--- config.mk ---
export PLATFORM = sky130hd
export DESIGN_NAME = rvdec_top
export DESIGN_NICKNAME = d
export VERILOG_FILES = /design/src/rtl/rvdec_pkg.sv /design/src/rtl/rvdec_class.sv /design/src/rtl/rvdec_imm.sv /design/src/rtl/rvdec_top.sv
export SDC_FILE = /design/constraint.sdc
export NUM_CORES = 1
export LEC_CHECK = 0
export BUFFER_PORTS_ARGS = -buffer_cell sky130_fd_sc_hd__buf_2
export CAP_MARGIN = 0
export CORE_UTILIZATION = 42
export CTS_CLUSTER_SIZE = 10
export DETAILED_ROUTE_END_ITERATION = 7
export PLACE_DENSITY = 0.86
export SYNTH_ARGS = -nofsm -noshare
export SYNTH_HDL_FRONTEND = slang
export SYNTH_SLANG_ARGS = --single-unit
--- constraint.sdc ---
create_clock -name clk -period 1.4 [get_ports clk]
set_input_delay 0.07 -clock clk [delete_from_list [all_inputs] [get_ports clk]]
set_output_delay 0.07 -clock clk [all_outputs]
set_load 0.1 [all_outputs]
--- src/rtl/rvdec_pkg.sv ---
package rvdec_pkg;

  localparam int ILEN = 32;
  localparam int RIDX = 5;

  localparam logic [6:0] OPC_LUI    = 7'b0110111;
  localparam logic [6:0] OPC_OPIMM  = 7'b0010011;
  localparam logic [6:0] OPC_OPREG  = 7'b0110011;
  localparam logic [6:0] OPC_BRANCH = 7'b1100011;
  localparam logic [6:0] OPC_LOAD   = 7'b0000011;
  localparam logic [6:0] OPC_STORE  = 7'b0100011;
  localparam logic [6:0] OPC_JAL    = 7'b1101111;

  typedef enum logic [1:0] {WB_ALU = 2'd0, WB_MEM = 2'd1, WB_LINK = 2'd2} wb_src_e;
  typedef enum logic [1:0] {MC_NONE = 2'd0, MC_LDW = 2'd1, MC_STW = 2'd2} mem_cmd_e;
  typedef enum logic [1:0] {OA_REG = 2'd0, OA_PC = 2'd1, OA_ZERO = 2'd2} opa_src_e;
  typedef enum logic [2:0] {
    AF_ADD = 3'd0, AF_SUB = 3'd1, AF_SRA = 3'd2, AF_SRL = 3'd3, AF_PASSB = 3'd4
  } alu_op_e;
  typedef enum logic [2:0] {
    IF_NONE = 3'd0, IF_I = 3'd1, IF_S = 3'd2, IF_B = 3'd3, IF_U = 3'd4, IF_J = 3'd5
  } imm_fmt_e;

  typedef struct packed {
    logic     we;
    wb_src_e  wb;
    mem_cmd_e mc;
    logic     jmp;
    logic     br;
    opa_src_e opa;
    logic     opb_imm;
    alu_op_e  fn;
    logic [2:0] cmp;
  } ctrl_t;

  localparam ctrl_t CTRL_BUBBLE = '{
    we: 1'b0, wb: WB_ALU, mc: MC_NONE, jmp: 1'b0, br: 1'b0,
    opa: OA_REG, opb_imm: 1'b0, fn: AF_ADD, cmp: 3'd0
  };

endpackage

--- src/rtl/rvdec_class.sv ---
module rvdec_class
  import rvdec_pkg::*;
(
  input  logic [6:0] opcode,
  input  logic [2:0] funct3,
  input  logic [6:0] funct7,
  output ctrl_t      ctrl,
  output imm_fmt_e   fmt
);

  localparam logic [6:0] F7_BASE = 7'b0000000;
  localparam logic [6:0] F7_ALT  = 7'b0100000;

  logic f7_base, f7_alt, br_f3_ok;

  always_comb begin
    f7_base  = (funct7 == F7_BASE);
    f7_alt   = (funct7 == F7_ALT);
    br_f3_ok = (funct3[2:1] != 2'b01);
  end

  always_comb begin
    ctrl = CTRL_BUBBLE;
    fmt  = IF_NONE;
    unique case (opcode)
      OPC_LUI: begin
        ctrl.we      = 1'b1;
        ctrl.opa     = OA_ZERO;
        ctrl.opb_imm = 1'b1;
        ctrl.fn      = AF_PASSB;
        fmt          = IF_U;
      end
      OPC_OPIMM: begin
        if (funct3 == 3'b000) begin
          ctrl.we      = 1'b1;
          ctrl.opb_imm = 1'b1;
          ctrl.fn      = AF_ADD;
          fmt          = IF_I;
        end else if (funct3 == 3'b101 && (f7_base || f7_alt)) begin
          ctrl.we      = 1'b1;
          ctrl.opb_imm = 1'b1;
          ctrl.fn      = f7_alt ? AF_SRA : AF_SRL;
          fmt          = IF_I;
        end
      end
      OPC_OPREG: begin
        if (funct3 == 3'b000 && (f7_base || f7_alt)) begin
          ctrl.we = 1'b1;
          ctrl.fn = f7_alt ? AF_SUB : AF_ADD;
        end
      end
      OPC_BRANCH: begin
        if (br_f3_ok) begin
          ctrl.br      = 1'b1;
          ctrl.opa     = OA_PC;
          ctrl.opb_imm = 1'b1;
          ctrl.cmp     = funct3;
          fmt          = IF_B;
        end
      end
      OPC_LOAD: begin
        if (funct3 == 3'b010) begin
          ctrl.we      = 1'b1;
          ctrl.wb      = WB_MEM;
          ctrl.mc      = MC_LDW;
          ctrl.opb_imm = 1'b1;
          fmt          = IF_I;
        end
      end
      OPC_STORE: begin
        if (funct3 == 3'b010) begin
          ctrl.mc      = MC_STW;
          ctrl.opb_imm = 1'b1;
          fmt          = IF_S;
        end
      end
      OPC_JAL: begin
        ctrl.we      = 1'b1;
        ctrl.wb      = WB_LINK;
        ctrl.jmp     = 1'b1;
        ctrl.opa     = OA_PC;
        ctrl.opb_imm = 1'b1;
        fmt          = IF_J;
      end
      default: begin
        ctrl = CTRL_BUBBLE;
        fmt  = IF_NONE;
      end
    endcase
  end

endmodule

--- src/rtl/rvdec_imm.sv ---
module rvdec_imm
  import rvdec_pkg::*;
#(
  parameter int XLEN = 32
) (
  input  logic [ILEN-1:7] ibits,
  input  imm_fmt_e        fmt,
  output logic [XLEN-1:0] imm
);

  logic [ILEN-1:0] raw;
  logic            sgn;

  always_comb begin
    sgn = ibits[31];
    unique case (fmt)
      IF_I:    raw = {{20{sgn}}, ibits[31:20]};
      IF_S:    raw = {{20{sgn}}, ibits[31:25], ibits[11:7]};
      IF_B:    raw = {{19{sgn}}, sgn, ibits[7], ibits[30:25], ibits[11:8], 1'b0};
      IF_U:    raw = {ibits[31:12], 12'b0};
      IF_J:    raw = {{11{sgn}}, sgn, ibits[19:12], ibits[20], ibits[30:21], 1'b0};
      default: raw = '0;
    endcase
  end

  generate
    if (XLEN > ILEN) begin : g_wide
      assign imm = {{(XLEN-ILEN){raw[ILEN-1]}}, raw};
    end else begin : g_native
      assign imm = raw[XLEN-1:0];
    end
  endgenerate

endmodule

--- src/rtl/rvdec_top.sv ---
module rvdec_top
  import rvdec_pkg::*;
#(
  parameter int XLEN = 32
) (
  input  logic            clk,
  input  logic            rst,
  input  logic [31:0]     instr,
  output logic [4:0]      src_a_idx,
  output logic [4:0]      src_b_idx,
  output logic [4:0]      dst_idx,
  output logic [XLEN-1:0] imm_val,
  output logic            rf_we,
  output logic [1:0]      wb_src,
  output logic [1:0]      mem_cmd,
  output logic            jump_en,
  output logic            branch_en,
  output logic [1:0]      opa_src,
  output logic            opb_src,
  output logic [2:0]      alu_op,
  output logic [2:0]      cmp_kind
);

  ctrl_t           ctrl_d;
  imm_fmt_e        fmt_d;
  logic [XLEN-1:0] imm_d;

  rvdec_class u_class (
    .opcode (instr[6:0]),
    .funct3 (instr[14:12]),
    .funct7 (instr[31:25]),
    .ctrl   (ctrl_d),
    .fmt    (fmt_d)
  );

  rvdec_imm #(.XLEN(XLEN)) u_imm (
    .ibits (instr[ILEN-1:7]),
    .fmt   (fmt_d),
    .imm   (imm_d)
  );

  always_ff @(posedge clk) begin
    if (rst) begin
      src_a_idx <= '0;
      src_b_idx <= '0;
      dst_idx   <= '0;
      imm_val   <= '0;
      rf_we     <= 1'b0;
      wb_src    <= WB_ALU;
      mem_cmd   <= MC_NONE;
      jump_en   <= 1'b0;
      branch_en <= 1'b0;
      opa_src   <= OA_REG;
      opb_src   <= 1'b0;
      alu_op    <= AF_ADD;
      cmp_kind  <= '0;
    end else begin
      src_a_idx <= instr[19:15];
      src_b_idx <= instr[24:20];
      dst_idx   <= instr[11:7];
      imm_val   <= imm_d;
      rf_we     <= ctrl_d.we;
      wb_src    <= ctrl_d.wb;
      mem_cmd   <= ctrl_d.mc;
      jump_en   <= ctrl_d.jmp;
      branch_en <= ctrl_d.br;
      opa_src   <= ctrl_d.opa;
      opb_src   <= ctrl_d.opb_imm;
      alu_op    <= ctrl_d.fn;
      cmp_kind  <= ctrl_d.cmp;
    end
  end

endmodule

After elaboration in Yosys (flattened, before gate mapping)
Cells that the tools add are included.
Storage, ports and cells
  register bits: 63
  bits in latches: 0
  RAM bits: 0
  bits in read-only memories: 0
  bits of input ports: 34
  output and inout bits: 63
  word-level logic and storage cells: 66
  memories kept: 0
Operators by class
  add/subtract/negate cells: 0
  multipliers: 0
  div/mod/pow operators: 0
  $lt $le $gt $ge: 0
  equal/unequal tests: 16
  shift operators: 0
  muxes and demuxes: 26
  bitwise logic cells: 2
  reduce and logical (&&, ||, !) cells: 9
Operators with widths (count)
  32-bit one-hot mux with 5 select lines: 1
  7-bit by 6-bit == test with 1-bit output, second input constant: 4
  3-bit one-hot mux with 6 select lines: 1
  7-bit == test, second input constant: 2
  4-bit two-way mux: 3
  1-bit two-way mux: 10
  3-bit by 2-bit == test with 1-bit output, second input constant: 3
  3-bit == test, second input constant: 3
  3-bit one-hot mux with 3 select lines: 1
  1-bit one-hot mux with 4 select lines: 2
  2-bit one-hot mux with 2 select lines: 2
  7-bit by 2-bit == test with 1-bit output, second input constant: 1
  7-bit by 5-bit == test with 1-bit output, second input constant: 1
  7-bit zero test: 1
  2-bit two-way mux: 3
  2-bit one-hot mux with 3 select lines: 1
  2-bit OR reduction: 3
  5-bit two-way mux: 1
  3-bit by 1-bit == test with 1-bit output, second input constant: 1
  3-bit zero test: 1
  3-bit two-way mux: 1
  3-bit OR reduction: 1
  1-bit logical AND: 2
  2-bit by 1-bit != test with 1-bit output, second input constant: 1
  2 further kinds: 3

Logic depth before layout (Yosys ltp)
  depth after elaboration: 8
  gate-level depth with buffers: 7
  mapped depth without buffers: 5

Modules after synthesis
A second synthesis with hierarchy kept.
Unflattened totals
  cell total of the unflattened synthesis: 247
  area, all modules: 2383.5 µm²
Modules (own cells, without submodules)
  rvdec_top: times used 1, cells an instance 132, area each 1685.4 µm², sequential area each 1261.2 µm²
  rvdec_imm: times used 1, cells an instance 66, area each 390.4 µm², sequential area each 0.0 µm²
  rvdec_class: times used 1, cells an instance 49, area each 307.8 µm², sequential area each 0.0 µm²

Least setup slack after synthesis
No wires, ideal clock.
  kind: reg-to-output
  start: reg wb_src[0]
  end: out wb_src[0]
  data arrival time: 1356 ps
  data required time: 1330 ps
  path slack: -26 ps
  cell stages (with the launch flop): 2
  path buffers: 1
  path through: dfxtp_1 > buf_4
RTL lines
  start: declaration: RTL line rvdec_top.sv:14  | output logic [1:0] wb_src,
  start signal: assignment: RTL line rvdec_top.sv:63  | wb_src <= ctrl_d.wb;
No word-level cell between the ends.

Final worst setup path
  start: in instr[13]
  end: reg imm_val[27]
On the way
  cells in the longest elaborated chain, start to end: 7
  elaborated cells on any way between the ends: 17
  those cells by class: eq/ne (8); mux (7); reduce/logical (2)
RTL lines
  start: declaration: RTL line rvdec_top.sv:8  | input logic [31:0] instr,
  3-bit == test: RTL line rvdec_class.sv:39  | end else if (funct3 == 3'b101 && (f7_base || f7_alt)) begin
  1-bit logical AND: RTL line rvdec_class.sv:39
  1-bit two-way mux: RTL line rvdec_class.sv:39
  1-bit two-way mux: RTL line rvdec_class.sv:34  | if (funct3 == 3'b000) begin
  3-bit one-hot mux with 6 select lines *: RTL line rvdec_class.sv:25  | unique case (opcode)
  3-bit == test (tied with other cells): RTL line rvdec_imm.sv:16  | unique case (fmt)
  32-bit one-hot mux with 5 select lines *: RTL line rvdec_imm.sv:16
  end signal: assignment: RTL line rvdec_top.sv:61  | imm_val <= imm_d;
  end: declaration: RTL line rvdec_top.sv:12  | output logic [XLEN-1:0] imm_val,
Mark *: on every way between the ends. The rest lies on a longest branch, timed or not.
A chain may end at the register's enable or synchronous reset.

==> flow_summary_export.csv <==
group,metric,value,unit
finish,antenna_cells,0,
worst_setup_path,cp_slowest_stage_delay,0.29,ns
yosys,synth_warnings,0,
sta,hold_violations,0,
sta,setup_viol_count_final,0,
sta,period_share,0.927,
worst_setup_path,path_cells,"buf_2 > nor4b_1 > nand4_1 > o221ai_4 > a221oi_1 > buf_4 > a211oi_1",
status,status,"complete, no violations",
route,ant_nets,0,
worst_setup_path,cp.required,1.63,ns
yosys,avgSynthCellArea,10.0,sq um
route,vias,2140,
worst_setup_path,critPathCaptureType,"register",
pwr,p_sw,972,uW
clock_tree,post_cts_buffers,0,
sta,maxSlewHeadroom,0.668,
global_route,grt_usage,0.226,
pwr,p_leak,0.00158,uW
worst_setup_path,crit_slowest_cell,"nor4b_1",
global_route,grt_overflow,0,
die,die-width,74.6,microns
yosys,synthesis.area,0.00221,sq mm
pwr,power_density,1100,mW/mm^2
finish,area_growth,52.3,%
die,rows,26,
placed_design,detailedPlacementHpwl,3970,microns
worst_setup_path,worstSetupPathType,"in2reg",
pwr,swShare,0.263,
global_route,grt_pass1_wl,9180,microns
worst_setup_path,crit_fanout,11,
sta,max_freq,771,MHz
global_route,grt_pass1_vias,1982,
route,first_iter_violations,95,
route,wirelength,5890,microns
sta,post-route-min-period,1.30,ns
yosys,synth_cells,221,
clock_tree,cts_root_buf,"clkbuf_8",
pwr,seqPwrFrac,0.486,
die,core,0.00507,sq mm
die,die-area,0.00556,sq mm
sta,grt_setup_unrepaired,"false",
route,remaining_drc_errors,0,
clock_tree,cts_htree_levels,3,
finish,utilization,0.664,
yosys,synth-seq-cells,62,
die,io_pins,97,
clock_tree,cts.path.max_buffers,2,
route,wl_per_cell,13.4,microns
finish,fin_nets,400,
die,dieHeight,74.6,microns
pwr,pwr-share-comb,0.132,
finish,drive_gt1_frac,0.445,
pwr,internal_power,2730,uW
global_route,antenna_found_initial,0,
pwr,ir_drop,497,uV
yosys,ys_seq_area_frac,0.561,
sta,worst_pin_slew,0.502,ns
yosys,syn_nets,255,
clock_tree,cts_tree,"done",
die,initial_utilization,0.436,
clock_tree,cts_buffers,9,
sta,slew_violations,0,
sta,holdWs,0.0168,ns
worst_setup_path,arrival,1.53,ns
placed_design,port_buffers,96,
global_route,grt_max_degree,50,
placed_design,gp_congestion,0.903,
clock_tree,cts_sinks,62,
route,via_per_inst,4.85,
job,max-cap-violations,0,
worst_setup_path,worst_setup_path_start_kind,"primary input",
clock_tree,clk_transition_reported_paths,0.07,ns
yosys,yosys.cell_types.count,41,
route,drt-pass1-iter-count,4,
min_path,hp-class,"in2reg",
pwr,clkPwrFrac,0.382,
## metal layers
metal / track usage / vias up / routed length, microns
li1: - / 1055 / -
met5: 0 / - / 0
met3: 0.0678 / 13 / 347
met1: 0.267 / 981 / 2470
met2: 0.365 / 91 / 2930
met4: 0.128 / 0 / 142
## per-stage QoR
stage               std cells  cell area, sq um  setup slack, ns  power [uW]   TNS, ns
floorplan                 221              2220         -0.00536        2130  -0.00536
global placement          414              3050           -0.212        2290     -5.90
detailed placement        414              3050           -0.294        2290     -7.31
CTS                       441              3350           0.0556        3730         0
global route              441              3370       0.00000178        3850         0
finish                    441              3370            0.103        3700         0
## path summary, 6_finish.rpt
kind / start / end / slack, ns / depth (start not counted)
worst max-delay path: instr[13] / imm_val[27] / 0.10 / 7
worst min-delay path: instr[20] / src_b_idx[0] / 0.02 / 3
## synthesized netlist by cell type, drive strengths merged
cell    number  share of area
nand3        6          0.014
nor2        17          0.032
o221ai       1         0.0068
nor4         1         0.0028
buf          7          0.020
clkbuf       5         0.0085
dfxtp       62           0.56
a221oi       1         0.0040
and2b        1         0.0034
o21a         3          0.010
or4bb        1         0.0051
nor3         4         0.0091
nor2b       17          0.051
inv          5         0.0085
and4         1         0.0040
and3b        1         0.0040
and2         6          0.018
a31oi        1         0.0028
nor3b        7          0.024
xor2         1         0.0040
a211oi      19          0.075
a21oi        3         0.0068
and4bb       1         0.0057
nand2b       3         0.0085
nand3b       1         0.0034
mux2i        1         0.0062
or2          3         0.0085
o211a        1         0.0045
o21ai        9          0.020
nand2       25          0.044
nand4        3         0.0085
nor4b        3          0.012
o32a         1         0.0045
## critical path: cells and delay by family
kind                   cells  cell delay (ns)
buffers and inverters      2             0.34
AND/OR/NAND/NOR            2             0.51
AO/OA/AOI/OAI              3             0.61
## layout make-up
class	instances	area, sq um
clock buffers	13	169
clock inverters	3	17.5
fillers	419	1710
inverters	5	18.8
multi-input cells	142	913
flip-flops and latches	62	1240
well taps	70	87.6
repair buffers	146	921
## power groups by stage
| stage | Combinational (uW) | Clock, uW | Sequential, uW |
|---|---|---|---|
| final | 490 | 1410 | 1800 |
| after global routing | 519 | 1540 | 1800 |
| after CTS | 483 | 1450 | 1800 |
| after detailed placement | 458 | 0 | 1840 |
| after global placement | 454 | 0 | 1830 |
| after floorplan | 96.7 | 0 | 2030 |
## state kept, by name (all words and copies together), names as in the netlist
signal / flops
alu_op: 3
branch_en: 1
cmp_kind: 3
dst_idx: 5
imm_val: 32
jump_en: 1
mem_cmd: 1
opa_src: 2
opb_src: 1
rf_we: 1
src_a_idx: 5
src_b_idx: 5
wb_src: 2
## what timing repair did
item / CTS / global route
gates resized for setup: 0 / 3
setup endpoints to repair: 0 / 12
endpoints found under the hold margin: 17 / 0
hold buffers: 11 / 0
## kinds of logic after synthesis
kind of cell	after synthesis	synth area share
compound gates	39	0.135
xor+xnor	1	0.00396
buf+inv	17	0.0373
flops	62	0.561
mux	1	0.00622
simple gates	101	0.257
## cell usage in the layout (no fill, tap or decap), types with 2 or more instances in the layout
cell type	n
nor2b_1	16
or2_2	2
nand3_1	6
buf_12	3
nor4b_1	3
nand2b_1	3
o21ai_0	9
o21a_1	3
nor3b_1	7
a211oi_2	3
clkbuf_8	12
inv_1	5
a21oi_1	2
dfxtp_1	61
and2_1	5
nor2_1	16
buf_2	96
nand2_1	24
nand4_1	3
dlygate4sd3_1	11
buf_4	36
nor3_1	4
clkinv_2	2
a211oi_1	15
Power figures use the tool's default switching activity.
